<file path="src/rtl/xbar_cfg_pkg.sv">
package xbar_cfg_pkg;

    localparam int DEF_NUM_IN  = 16;
    localparam int DEF_NUM_OUT = 8;

    typedef enum logic [1:0] {
        LOAD_IDLE = 2'd0,
        LOAD_PAR  = 2'd1,
        LOAD_SER  = 2'd2
    } load_op_e;

    function automatic int entry_lsb(input int idx, input int ent_w);
        return idx * ent_w;
    endfunction

endpackage

</file>
<file path="src/rtl/xbar_fall_detect.sv">
module xbar_fall_detect (
    input  logic clk,
    input  logic rst,
    input  logic sig,
    output logic fall
);
    logic sig_q;

    always_ff @(posedge clk) begin
        if (rst) sig_q <= 1'b0;
        else     sig_q <= sig;
    end

    assign fall = sig_q & ~sig;
endmodule

</file>
<file path="src/rtl/xbar_load_rank.sv">
module xbar_load_rank
    import xbar_cfg_pkg::*;
#(
    parameter int NUM_OUT = DEF_NUM_OUT,
    parameter int ENT_W   = 5,
    parameter int ADDR_W  = 3
) (
    input  logic                       clk,
    input  logic                       rst,
    input  logic                       stroke,
    input  logic                       cs_n,
    input  logic                       ser_mode,
    input  logic                       upd_n,
    input  logic [ADDR_W-1:0]          addr,
    input  logic [ENT_W-1:0]           data,
    input  logic                       ser_in,
    output logic [NUM_OUT*ENT_W-1:0]   load_q,
    output logic                       primed
);
    localparam int FRAME_W = NUM_OUT * ENT_W;
    localparam int CNT_W   = $clog2(FRAME_W + 1);
    localparam logic [CNT_W-1:0] CNT_FULL = CNT_W'(FRAME_W);

    load_op_e                op;
    logic [FRAME_W-1:0]      shifted;
    logic [NUM_OUT-1:0]      seen_q, seen_d;
    logic [CNT_W-1:0]        cnt_q, cnt_d;

    always_comb begin
        op = LOAD_IDLE;
        if (stroke && !cs_n) begin
            if (!ser_mode)  op = LOAD_SER;
            else if (upd_n) op = LOAD_PAR;
        end
    end

    assign shifted = {load_q[FRAME_W-2:0], ser_in};

    // Staging rank: deliberately not reset.
    always_ff @(posedge clk) begin
        if (op == LOAD_SER)
            load_q <= shifted;
        else if (op == LOAD_PAR)
            load_q[entry_lsb(int'(addr), ENT_W) +: ENT_W] <= data;
    end

    generate
        for (genvar g = 0; g < NUM_OUT; g++) begin : g_seen
            assign seen_d[g] = seen_q[g] | ((op == LOAD_PAR) && (addr == ADDR_W'(g)));
        end
    endgenerate

    assign cnt_d = ((op == LOAD_SER) && (cnt_q != CNT_FULL)) ? cnt_q + 1'b1 : cnt_q;

    always_ff @(posedge clk) begin
        if (rst) begin
            seen_q <= '0;
            cnt_q  <= '0;
            primed <= 1'b0;
        end else begin
            seen_q <= seen_d;
            cnt_q  <= cnt_d;
            primed <= primed | (&seen_d) | (cnt_d == CNT_FULL);
        end
    end

    a_r7_cs_idle: assert property (@(posedge clk) disable iff (rst)
        cs_n |=> $stable(load_q));
    a_r5_reset_keeps_load: assert property (@(posedge clk)
        (rst && !stroke) |=> $stable(load_q));
    a_r8_par_blocked: assert property (@(posedge clk) disable iff (rst)
        (ser_mode && !upd_n) |=> $stable(load_q));
    a_r6_shift_in: assert property (@(posedge clk) disable iff (rst)
        (stroke && !cs_n && !ser_mode) |=> (load_q[0] == $past(ser_in)));
    a_r9_reset_unprimed: assert property (@(posedge clk)
        rst |=> !primed);
endmodule

</file>
<file path="src/rtl/xbar_live_rank.sv">
module xbar_live_rank
    import xbar_cfg_pkg::*;
#(
    parameter int NUM_OUT = DEF_NUM_OUT,
    parameter int SEL_W   = 4
) (
    input  logic                       clk,
    input  logic                       rst,
    input  logic                       commit,
    input  logic [NUM_OUT*(SEL_W+1)-1:0] load_q,
    output logic [NUM_OUT*SEL_W-1:0]   sel_o,
    output logic [NUM_OUT-1:0]         en_o
);
    localparam int ENT_W = SEL_W + 1;

    logic [NUM_OUT*SEL_W-1:0] stage_sel;
    logic [NUM_OUT-1:0]       stage_en;

    generate
        for (genvar g = 0; g < NUM_OUT; g++) begin : g_split
            assign stage_sel[g*SEL_W +: SEL_W] = load_q[g*ENT_W +: SEL_W];
            assign stage_en[g]                 = load_q[g*ENT_W + SEL_W];
        end
    endgenerate

    always_ff @(posedge clk) begin
        if (commit) sel_o <= stage_sel;
    end

    always_ff @(posedge clk) begin
        if (rst)         en_o <= '0;
        else if (commit) en_o <= stage_en;
    end

    a_r5_reset_disables: assert property (@(posedge clk)
        rst |=> (en_o == '0));
    a_r3_commit_copies: assert property (@(posedge clk) disable iff (rst)
        commit |=> (en_o == $past(stage_en)) && (sel_o == $past(stage_sel)));
    a_r2_hold: assert property (@(posedge clk) disable iff (rst)
        !commit |=> $stable(en_o) && $stable(sel_o));
endmodule

</file>
<file path="src/rtl/xbar_route_reg.sv">
module xbar_route_reg
    import xbar_cfg_pkg::*;
#(
    parameter int NUM_IN  = DEF_NUM_IN,
    parameter int NUM_OUT = DEF_NUM_OUT,
    localparam int SEL_W  = $clog2(NUM_IN),
    localparam int ENT_W  = SEL_W + 1,
    localparam int ADDR_W = $clog2(NUM_OUT)
) (
    input  logic                     clk,
    input  logic                     rst,
    input  logic                     prog_clk,
    input  logic                     cs_n,
    input  logic                     ser_mode,
    input  logic                     upd_n,
    input  logic [ADDR_W-1:0]        addr,
    input  logic [ENT_W-1:0]         data,
    input  logic                     ser_in,
    output logic [NUM_OUT*SEL_W-1:0] route_sel,
    output logic [NUM_OUT-1:0]       route_en,
    output logic                     load_primed
);
    logic                       stroke;
    logic                       commit;
    logic [NUM_OUT*ENT_W-1:0]   load_q;

    xbar_fall_detect u_fall (
        .clk  (clk),
        .rst  (rst),
        .sig  (prog_clk),
        .fall (stroke)
    );

    xbar_load_rank #(
        .NUM_OUT (NUM_OUT),
        .ENT_W   (ENT_W),
        .ADDR_W  (ADDR_W)
    ) u_load (
        .clk      (clk),
        .rst      (rst),
        .stroke   (stroke),
        .cs_n     (cs_n),
        .ser_mode (ser_mode),
        .upd_n    (upd_n),
        .addr     (addr),
        .data     (data),
        .ser_in   (ser_in),
        .load_q   (load_q),
        .primed   (load_primed)
    );

    assign commit = ~cs_n & ~upd_n;

    xbar_live_rank #(
        .NUM_OUT (NUM_OUT),
        .SEL_W   (SEL_W)
    ) u_live (
        .clk    (clk),
        .rst    (rst),
        .commit (commit),
        .load_q (load_q),
        .sel_o  (route_sel),
        .en_o   (route_en)
    );

    a_r7_no_commit_deselected: assert property (@(posedge clk) disable iff (rst)
        cs_n |=> $stable(route_en) && $stable(route_sel));
endmodule

</file>
<file path="config.mk">
export PLATFORM = sky130hd
export DESIGN_NAME = xbar_route_reg
export DESIGN_NICKNAME = d
export VERILOG_FILES = /design/src/rtl/xbar_cfg_pkg.sv /design/src/rtl/xbar_fall_detect.sv /design/src/rtl/xbar_load_rank.sv /design/src/rtl/xbar_live_rank.sv /design/src/rtl/xbar_route_reg.sv
export SDC_FILE = /design/constraint.sdc
export NUM_CORES = 1
export LEC_CHECK = 0
export ABC_AREA = 1
export BUFFER_PORTS_ARGS = -buffer_cell sky130_fd_sc_hd__buf_2
export CAP_MARGIN = 25
export CORE_MARGIN = 2
export CORE_UTILIZATION = 30
export DETAILED_ROUTE_END_ITERATION = 8
export GPL_ROUTABILITY_DRIVEN = 1
export PLACE_DENSITY = 0.59
export SLEW_MARGIN = 20
export SYNTH_ARGS = -nofsm -noshare
export SYNTH_HDL_FRONTEND = slang
export SYNTH_SLANG_ARGS = --single-unit
</file>
<file path="constraint.sdc">
create_clock -name clk -period 2.21 [get_ports clk]
set_clock_uncertainty 0.05 [all_clocks]
set_input_delay 0.3315 -clock clk [delete_from_list [all_inputs] [get_ports clk]]
set_output_delay 0.3315 -clock clk [all_outputs]
set_load 0.005 [all_outputs]
</file>
# Word level (Yosys, flattened, before mapping)
# Index checks and enable logic that the tools add are counted.
# W data, S select, Z words.
[word_totals] wordCells=59 ff_bits=96 in_bits=15 output_inout_bits=41
[classes] n_eq_ne=11 add_sub_neg=2 multipliers=1 bitwise_logic=15 n_reduce_logical=14 n_shift=2 muxes=7
[op_table] op="$mux W40" n=2
[op_table] op="$bwmux W40" n=1
[op_table] op="$shift A5 B33 Y40 const A" n=1
[op_table] op="$shiftx A5 B33 Y40" n=1
[op_table] op="$neg A32 Y33" n=1
[op_table] op="$eq A3 B3 Y1 const B" n=4
[op_table] op="$logic_and A1 B1 Y1" n=10
[op_table] op="$or A1 B1 Y1" n=10
[op_table] op="$reduce_and A8 Y1" n=1
[op_table] op="$add A6 B1 Y6 const B" n=1
[op_table] op="$eq A3 B2 Y1 const B" n=2
[op_table] op="$eq A6 B6 Y1 const B" n=1
[op_table] op="$mul A3 B3 Y6 const B" n=1
[op_table] op="$mux W6" n=1
[op_table] op="$ne A6 B6 Y1 const B" n=1
[op_table] op="$mux W2" n=2
[op_table] op="$eq A3 B1 Y1 const B" n=1
[op_table] op="$logic_not A3 Y1" n=1
[op_table] op="$not A1 Y1" n=3
[op_table] op="$and A1 B1 Y1" n=2
[op_table] op="$eq A2 B1 Y1 const B" n=1
[op_table] op="$eq A2 B2 Y1 const B" n=1
[op_table] op="$reduce_bool A2 Y1" n=1
[op_table] op="$logic_not A1 Y1" n=1
[op_table] op="$mux W1" n=1

# Logic depth before layout (Yosys ltp)
# Gate-level depths: netlist of run 1.
[depth] ltp_word=10 depth_mapped=13 mapped_depth_nobuf=13

# Modules after synthesis
# Synthesis of run 1 repeated with hierarchy kept, for this count alone.
[unflattened] hier_cells=377 area_unflattened_um2=3986.3
[by_module_without_submodules] mod="xbar_load_rank" seq_area_each_um2=1501.4 cells_per_inst=288 instances=1 area_per_inst_um2=2642.5
[by_module_without_submodules] mod="xbar_live_rank" seq_area_each_um2=1121.1 cells_per_inst=83 instances=1 area_per_inst_um2=1302.5
[by_module_without_submodules] mod="xbar_fall_detect" seq_area_each_um2=20.0 cells_per_inst=5 instances=1 area_per_inst_um2=37.5
[by_module_without_submodules] mod="xbar_route_reg" seq_area_each_um2=0.0 cells_per_inst=1 instances=1 area_per_inst_um2=3.8

# Worst setup path before layout of run 1
# OpenSTA, ideal clock, no wires.
[synth_path] path_kind="input to register" start="in prog_clk" end="reg u_load.load_q[15], enable pin" setup_slack_ps=95 stages=7 setup_ps=376 required_time_ps=1784 n_path_buf=1 arrival_time_ps=1689 cell_sequence="nor3_1 -> inv_1 -> nor2_1 -> ha_1 -> inv_2 -> buf_2 -> a211oi_1"
[synth_via] elab_chain_len=6 word_cells_on_any_way=7 cone_classes="eq/ne: 2; mux: 1; bitwise: 2; reduce/logical: 2"
[synth_rtl] item="from (decl)" line_no="xbar_route_reg.sv:12" text="input logic prog_clk,"
[synth_rtl] item="$not A1 Y1 (*)" line_no="xbar_fall_detect.sv:14" text="assign fall = sig_q & ~sig;"
[synth_rtl] item="$and A1 B1 Y1 (*)" line_no="xbar_fall_detect.sv:14"
[synth_rtl] item="$logic_and A1 B1 Y1 (*)" line_no="xbar_load_rank.sv:31" text="if (stroke && !cs_n) begin"
[synth_rtl] item="$mux W2 (*)" line_no="xbar_load_rank.sv:31"
[synth_rtl] item="$eq A2 B2 Y1 / $eq A2 B1 Y1 (equally long branches)" line_no="xbar_load_rank.sv:41, xbar_load_rank.sv:43"
[synth_rtl] item="$reduce_bool A2 Y1 (no source line) (*)"
[synth_rtl] item="to (signal assigned)" line_no="xbar_load_rank.sv:42" text="load_q <= shifted;"
[synth_rtl] item="to (signal, indexed assignment)" line_no="xbar_load_rank.sv:44" text="load_q[entry_lsb(int'(addr), ENT_W) +: ENT_W] <= data;"
[synth_rtl] item="to (decl)" line_no="xbar_load_rank.sv:17" text="output logic [NUM_OUT*ENT_W-1:0] load_q,"
# Mark *: on every way between the ends. The rest lies on a longest branch, timed or not.
# A chain may end at the register's enable or synchronous reset.

# Worst setup path after layout of run 1
[layout_path] start="reg u_fall.sig_q" end="reg u_load.load_q[25], enable pin"
[layout_via] elab_chain_len=5 word_cells_on_any_way=6 cone_classes="eq/ne: 2; mux: 1; bitwise: 1; reduce/logical: 2"
[layout_rtl] item="from (decl)" line_no="xbar_fall_detect.sv:7" text="logic sig_q;"
[layout_rtl] item="from (signal assigned)" line_no="xbar_fall_detect.sv:11" text="else sig_q <= sig;"
[layout_rtl] item="$and A1 B1 Y1 (*)" line_no="xbar_fall_detect.sv:14"
[layout_rtl] item="$logic_and A1 B1 Y1 (*)" line_no="xbar_load_rank.sv:31"
[layout_rtl] item="$mux W2 (*)" line_no="xbar_load_rank.sv:31"
[layout_rtl] item="$eq A2 B2 Y1 / $eq A2 B1 Y1 (equally long branches)" line_no="xbar_load_rank.sv:41, xbar_load_rank.sv:43"
[layout_rtl] item="$reduce_bool A2 Y1 (no source line) (*)"
# Marks and branches as above.

==> results.md, run 1 <==
| Metric | This run |
| --- | --- |
| Run status | finished, final reports clean |
| Global-route wire length before repair | 14,200 um |
| Global route overflow | 0 |
| Post-detailed-route via-to-cell ratio | 4.52 |
| CP Capture Type | flip-flop |
| Syn_nets | 388 |
| Number of different library cells in the post-synthesis netlist | 25 |
| Root buffer selected by CTS | clkbuf_16 |
| FFs w/ async S/R, synth | 0% |
| Max-Slew Margin vs Limit | 70.7% |
| Sink Count | 96 |
| Primary flip-flop cell chosen by synthesis mapping | edfxtp_1 |
| Number of vias after detailed routing | 2,771 |
| Slowest cell on the critical path | dfxtp_1 |
| Layout area overhead | 23.0% |
| Final std cell area, no fill | 4850 um^2 |
| Worst VDD drop | 0.368 mV |
| Overall die height | 119 um |
| Most frequent standard cell in the layout excluding fill and tap cells | nand2_1 |
| Crit Path Class | flip-flop to flip-flop |
| Mapped cell area | 3940 um^2 |
| Remaining routing DRC violations | 0 |
| Slew at the pin closest to its max-slew limit | 0.439 ns |
| Floorplan Core Area | 12,700 um^2 |
| Number of DRC markers in iteration 0 | 190 |
| Final Util | 38.1% |
| Deepest level of the CTS H-tree | 3 |
| Commonest cells after routing, fill and taps aside | 82 x nand2_1, 72 x edfxtp_1, 55 x buf_2, 38 x o21ai_0, 36 x inv_1 |
| Met2 wire length | 3980 um |
| Arrival time of the worst setup path | 1.96 ns |
| Fraction of final layout cells sized beyond drive strength 1 | 24.3% |
| Total inserted antenna cells | 0 |
| Max clock buf depth | 2 |
| Type of the worst min-delay path | primary input to flip-flop |
| Final setup violating endpoints | 0 |
| Largest net degree at the start of global routing | 42 |
| PortBufs | 55 |
| Number of antenna violations at the first check in global routing | 0 |
| Initial core utilization | 31.0% |
| Routed length on met1 | 3880 um |
| Amount of wire on met3 after detailed routing | 446 um |
| Number of instances in the placed design | 596 |
| Placed inst area | 4530 um^2 |
| Static power due to leakage | 0.00181 uW |
| Number of enable-type register cells in the synthesized netlist | 72 |
| Total Wirelength | 8470 um |
| Area of combinational cells with multiple inputs | 1120 um^2 |
| Die Footprint | 14,100 um^2 |
| Gr usage total | 12.8% |
| First-pass DRT Iterations | 5 |
| Post-Layout Cell Count | 613 |
| FF+latch count, synth | 96 |
| Clock tree from TritonCTS | done |
| WP data required | 2.22 ns |
| Routability congestion estimate | 0.827 |
| Number of buffers created by CTS | 9 |
| Total I/O pin count | 56 |
| P per Cell Area | 766 nW/um^2 |
| Fmax achieved | 513 MHz |
| Minimum setup slack among reg-to-reg paths | 0.26 ns |
| Final Hold Viols | 0 |
| Insertion delay to the later sink of the worst-skew pair | 0.35 ns |
| Register Area | 2640 um^2 |
| Number of pins exceeding their max-slew limit in the final report | 0 |
| Yosys Warn Count | 0 |
| Delay of the slowest cell on the worst path | 0.31 ns |
| Number of global-route vias before repair | 2,765 |
| Antenna-violating nets left | 0 |
| Post-detailed-placement half-perimeter wirelength | 6250 um |
| Setup repair after global routing missed its margin | no |
| Uppermost metal layer occupied by signal nets | met4 |
| Clock Pin Slew Worst Setup and Hold Paths | 0.07 ns |
| Die span in x | 119 um |
| Clock period minus worst slack | 1.95 ns |
| Std cell rows | 41 |
| Part of the Yosys area used for sequential elements | 67.1% |
| Cell-by-cell listing of the critical path | inv_1, nor3_1, inv_1, nor2_2, ha_2, buf_4, nor2_2, a211oi_1, buf_4 |
| Kind of launch point of the worst setup path | flip-flop |
| CTS Hold Bufs | 0 |
| Number of nets in the final layout | 461 |
| Number of inserted filler cells in the final layout | 1,310 |
| Average wire per standard cell | 13.8 um |
| Instance count of the mapped netlist | 363 |
| Number of max-capacitance violations reported | 0 |
| Share of the clock period used by the worst path after layout | 88.3% |
| Synthesized area per cell | 10.9 um^2 |
| Maximum fanout along the worst path | 12 |
-- cell families (layout without fill, tap and decap cells) --
logic type | after synthesis | after routing | share of synthesized area, %
AO/OA/AOI/OAI | 67 | 67 | 9.02
adder cells (fa/ha/maj) | 10 | 10 | 3.18
AND/OR/NAND/NOR | 137 | 137 | 15.1
XOR/XNOR | 3 | 3 | 0.667
flip-flops | 96 | 96 | 67.1
buffers and inverters | 50 | 128 | 4.99
-- where the power goes --
group / leakage [uW] / total, uW / internal, uW / switching [uW]
logic: 0.000800 / 192 / 64.9 / 127
registers: 0.000867 / 1960 / 1950 / 8.81
clock network: 0.000145 / 1560 / 890 / 671
-- metal layers --
layer / track usage (%) / vias up
li1: - / 1377
met1: 16.8 / 1313
met2: 19.9 / 66
met3: 3.96 / 15
met4: 4.91 / 0
met5: 0 / -
-- area by class of cell --
cell class / instances / area share [%]
clock buffers: 11 / 4.80
clock inverters: 5 / 1.34
repair buffers: 73 / 8.73
well taps: 172 / 4.44
multi-input cells: 217 / 23.1
inverters: 39 / 3.02
flip-flops and latches: 96 / 54.5
-- path summary, 6_finish.rpt --
path                                     endpoint              from  cells after the start
worst max register to register  u_load.load_q[25]      u_fall.sig_q                      9
worst min-delay path                 u_fall.sig_q          prog_clk                      3
worst max-delay path            u_load.load_q[25]      u_fall.sig_q                      9
worst min register to register    u_live.sel_o[1]  u_load.load_q[1]                      0
-- sequential cells by signal, indices dropped and copies added, names as in the netlist --
signal	cells
u_live.sel_o	32
u_live.en_o	8
u_load.load_q	40
u_load.seen_q	8
u_fall.sig_q	1
u_load.cnt_q	6
u_load.primed	1
-- Yosys cell counts, types with 4 or more instances --
library cell	count	area (um^2)
buf_2	7	35.0
dfxtp_1	24	480
nand3_1	18	90.1
o21ai_0	38	190
nor2_1	22	82.6
ha_1	10	125
a211oi_1	4	30.0
a21oi_1	16	80.1
inv_1	36	135
nor2_2	4	25.0
nand2_1	82	308
o21ai_1	5	25.0
edfxtp_1	72	2160
-- critical path, delay by kind of cell, from the launching register on --
kind,cells,cell delay (ns)
AND/OR/NAND/NOR,3,0.38
buffers and inverters,4,0.50
AO/OA/AOI/OAI,1,0.17
flip-flops,1,0.31
adder cells (fa/ha/maj),1,0.25
-- metrics by stage --
step           power [uW]  hold slack [ns]  TNS, ns  setup slack [ns]
2_1_floorplan        2100            0.351        0            0.0948
3_3_place_gp         2190            0.389        0            0.0379
3_5_place_dp         2190            0.394   -0.147           -0.0165
4_1_cts              3740            0.148        0             0.138
5_1_grt              3860            0.169        0            0.0288
6_report             3710            0.153        0             0.260
-- what timing repair did --
item	4_1_cts	5_1_grt
resized for setup	0	4
setup endpoints to repair	0	22
setup buffers	0	1
(Power assumes the default switching activity.)
==> inputs of run 2 (changes only) <==
CORE_UTILIZATION = 51   (was 30)
PLACE_DENSITY = 0.85   (was 0.59)
==> results.md, run 2 (synthesis results as in run 1) <==
| Metric | This run |
| --- | --- |
| Run status | finished, final reports clean |
| Clock period minus worst slack | 2.02 ns |
| Clock tree from TritonCTS | done |
| Largest registers ranked by flip-flop count | u_load.load_q: 40 flops, u_live.sel_o: 32 flops |
| Cell-by-cell listing of the critical path | inv_1, nor3_1, inv_1, nor2_1, ha_1, inv_2, a211oi_1, buf_4 |
| Flip-flop count of the largest register, all copies and words added | 40 |
| Post-detailed-placement half-perimeter wirelength | 5730 um |
| Antenna-violating nets left | 0 |
| Post-Route Setup TNS | 0 ns |
| Fmax achieved | 494 MHz |
| Commonest cells after routing, fill and taps aside | 82 x nand2_1, 72 x edfxtp_1, 55 x buf_2, 38 x o21ai_0, 36 x inv_1 |
| Slowest cell on the critical path | dfxtp_1 |
| Share of the clock period used by the worst path after layout | 91.5% |
| Number of buffers created by CTS | 9 |
| Average wire per standard cell | 14.0 um |
| Fraction of final layout cells sized beyond drive strength 1 | 23.5% |
| Largest net degree at the start of global routing | 32 |
| Remaining routing DRC violations | 0 |
| Global route overflow | 0 |
| Final Util | 60.9% |
| Slew at the pin closest to its max-slew limit | 0.448 ns |
| P per Cell Area | 710 nW/um^2 |
| CP Capture Type | flip-flop |
| Number of max-capacitance violations reported | 0 |
| Number of inserted filler cells in the final layout | 637 |
| Setup repair after global routing missed its margin | no |
| Number of DRC markers in iteration 0 | 174 |
| Std cell rows | 32 |
| Biggest register | u_load.load_q |
| Maximum fanout along the worst path | 14 |
| Number of nets in the final layout | 459 |
| Total inserted antenna cells | 0 |
| First-pass DRT Iterations | 4 |
| Total Wirelength | 7590 um |
| Post-detailed-route via-to-cell ratio | 5.12 |
| Worst VDD drop | 0.338 mV |
| Layout area overhead | 17.6% |
| Die Footprint | 8440 um^2 |
| Insertion delay to the later sink of the worst-skew pair | 0.36 ns |
| Area of combinational cells with multiple inputs | 1110 um^2 |
| Initial core utilization | 51.8% |
| Arrival time of the worst setup path | 2.06 ns |
| Number of pins exceeding their max-slew limit in the final report | 0 |
| PortBufs | 55 |
| Die span in x | 91.9 um |
| Placed inst area | 4430 um^2 |
| Static power due to leakage | 0.00175 uW |
| Final setup violating endpoints | 0 |
| Root buffer selected by CTS | clkbuf_8 |
| Number of instances in the placed design | 525 |
| Worst path top cell family by delay | buffers and inverters |
| Minimum setup slack among reg-to-reg paths | 0.19 ns |
| Number of vias after detailed routing | 2,768 |
| Buf+Inv Stages, Crit Path | 4 |
| Delay of the slowest cell on the worst path | 0.32 ns |
| Sink Count | 96 |
| Number of global-route vias before repair | 2,611 |
| Max-Slew Margin vs Limit | 70.0% |
| Gr usage total | 18.9% |
| Register Area | 2640 um^2 |
| Floorplan Core Area | 7610 um^2 |
| Max clock buf depth | 2 |
| Clock Pin Slew Worst Setup and Hold Paths | 0.09 ns |
| Crit Path Class | flip-flop to flip-flop |
| WP data required | 2.25 ns |
| Total I/O pin count | 56 |
| Post-Layout Cell Count | 541 |
| Final std cell area, no fill | 4630 um^2 |
| CTS Hold Bufs | 0 |
| Routability congestion estimate | 0.918 |
| Final Hold Viols | 0 |
| Deepest level of the CTS H-tree | 3 |
| Number of antenna violations at the first check in global routing | 0 |
| Kind of launch point of the worst setup path | flip-flop |
| Type of the worst min-delay path | primary input to flip-flop |
| Global-route wire length before repair | 12,200 um |
| Most frequent standard cell in the layout excluding fill and tap cells | nand2_1 |
| CP dominant cell by count | inv_1 |
| Overall die height | 91.9 um |
-- run 2: cell types whose count changed in the layout (fill, tap and decap cells not counted), moves of 2 or more --
cell        delta
clkbuf_16      -9
clkbuf_8       +9
a211oi_1       +2
a211oi_2       -2
buf_4          -2
clkbuf_1       -2
clkinvlp_4     +2
-- run 2: power by group --
group	internal (uW)	leakage, uW	switching (uW)
combinational	61.9	0.000790	123
sequential	1950	0.000867	8.00
clock	532	0.0000954	615
total	2540	0.00175	746
-- run 2: final cells by class --
type                       instances  share of cell area (%)
clock inverter                     7                    1.67
multi-input combinational        217                    23.9
timing repair buffer              71                    8.80
clock buffer                       9                    2.67
inverter                          39                    3.16
tap                              102                    2.75
sequential                        96                    57.0
-- run 2: path summary, 6_finish.rpt --
kind                            cells past startpoint                to         startpoint
worst max-delay path                                8  u_load.load_q[8]       u_fall.sig_q
worst min-delay path                                3      u_fall.sig_q           prog_clk
worst max register to register                      8  u_load.load_q[8]       u_fall.sig_q
worst min register to register                      0  u_live.sel_o[10]  u_load.load_q[12]
-- run 2: tightest hold or removal path, cell delays in order --
cell and delay (ns):
buf_2 0.10, inv_1 0.04, nor2_1 0.03
-- run 2: through the flow --
stage	hold slack (ns)	setup WS, ns	total power (uW)
finish	0.138	0.188	3290
global route	0.164	0.0183	3410
CTS	0.129	0.103	3310
detailed placement	0.389	-0.0765	2180
global placement	0.384	0.0444	2180
floorplan	0.351	0.0948	2100
-- run 2: metal layers --
layer,routed length (um),global-route usage [%],up-vias
met4,140,7.34,0
met3,505,4.60,13
met5,0,0,-
met2,3750,31.3,85
li1,-,-,1367
met1,3190,24.2,1303
-- run 2: timing repair --
| action | 4_1_cts | 5_1_grt |
|---|---|---|
| gates resized for setup | 0 | 1 |
| setup buffers | 0 | 0 |
| setup endpoints to repair | 0 | 5 |
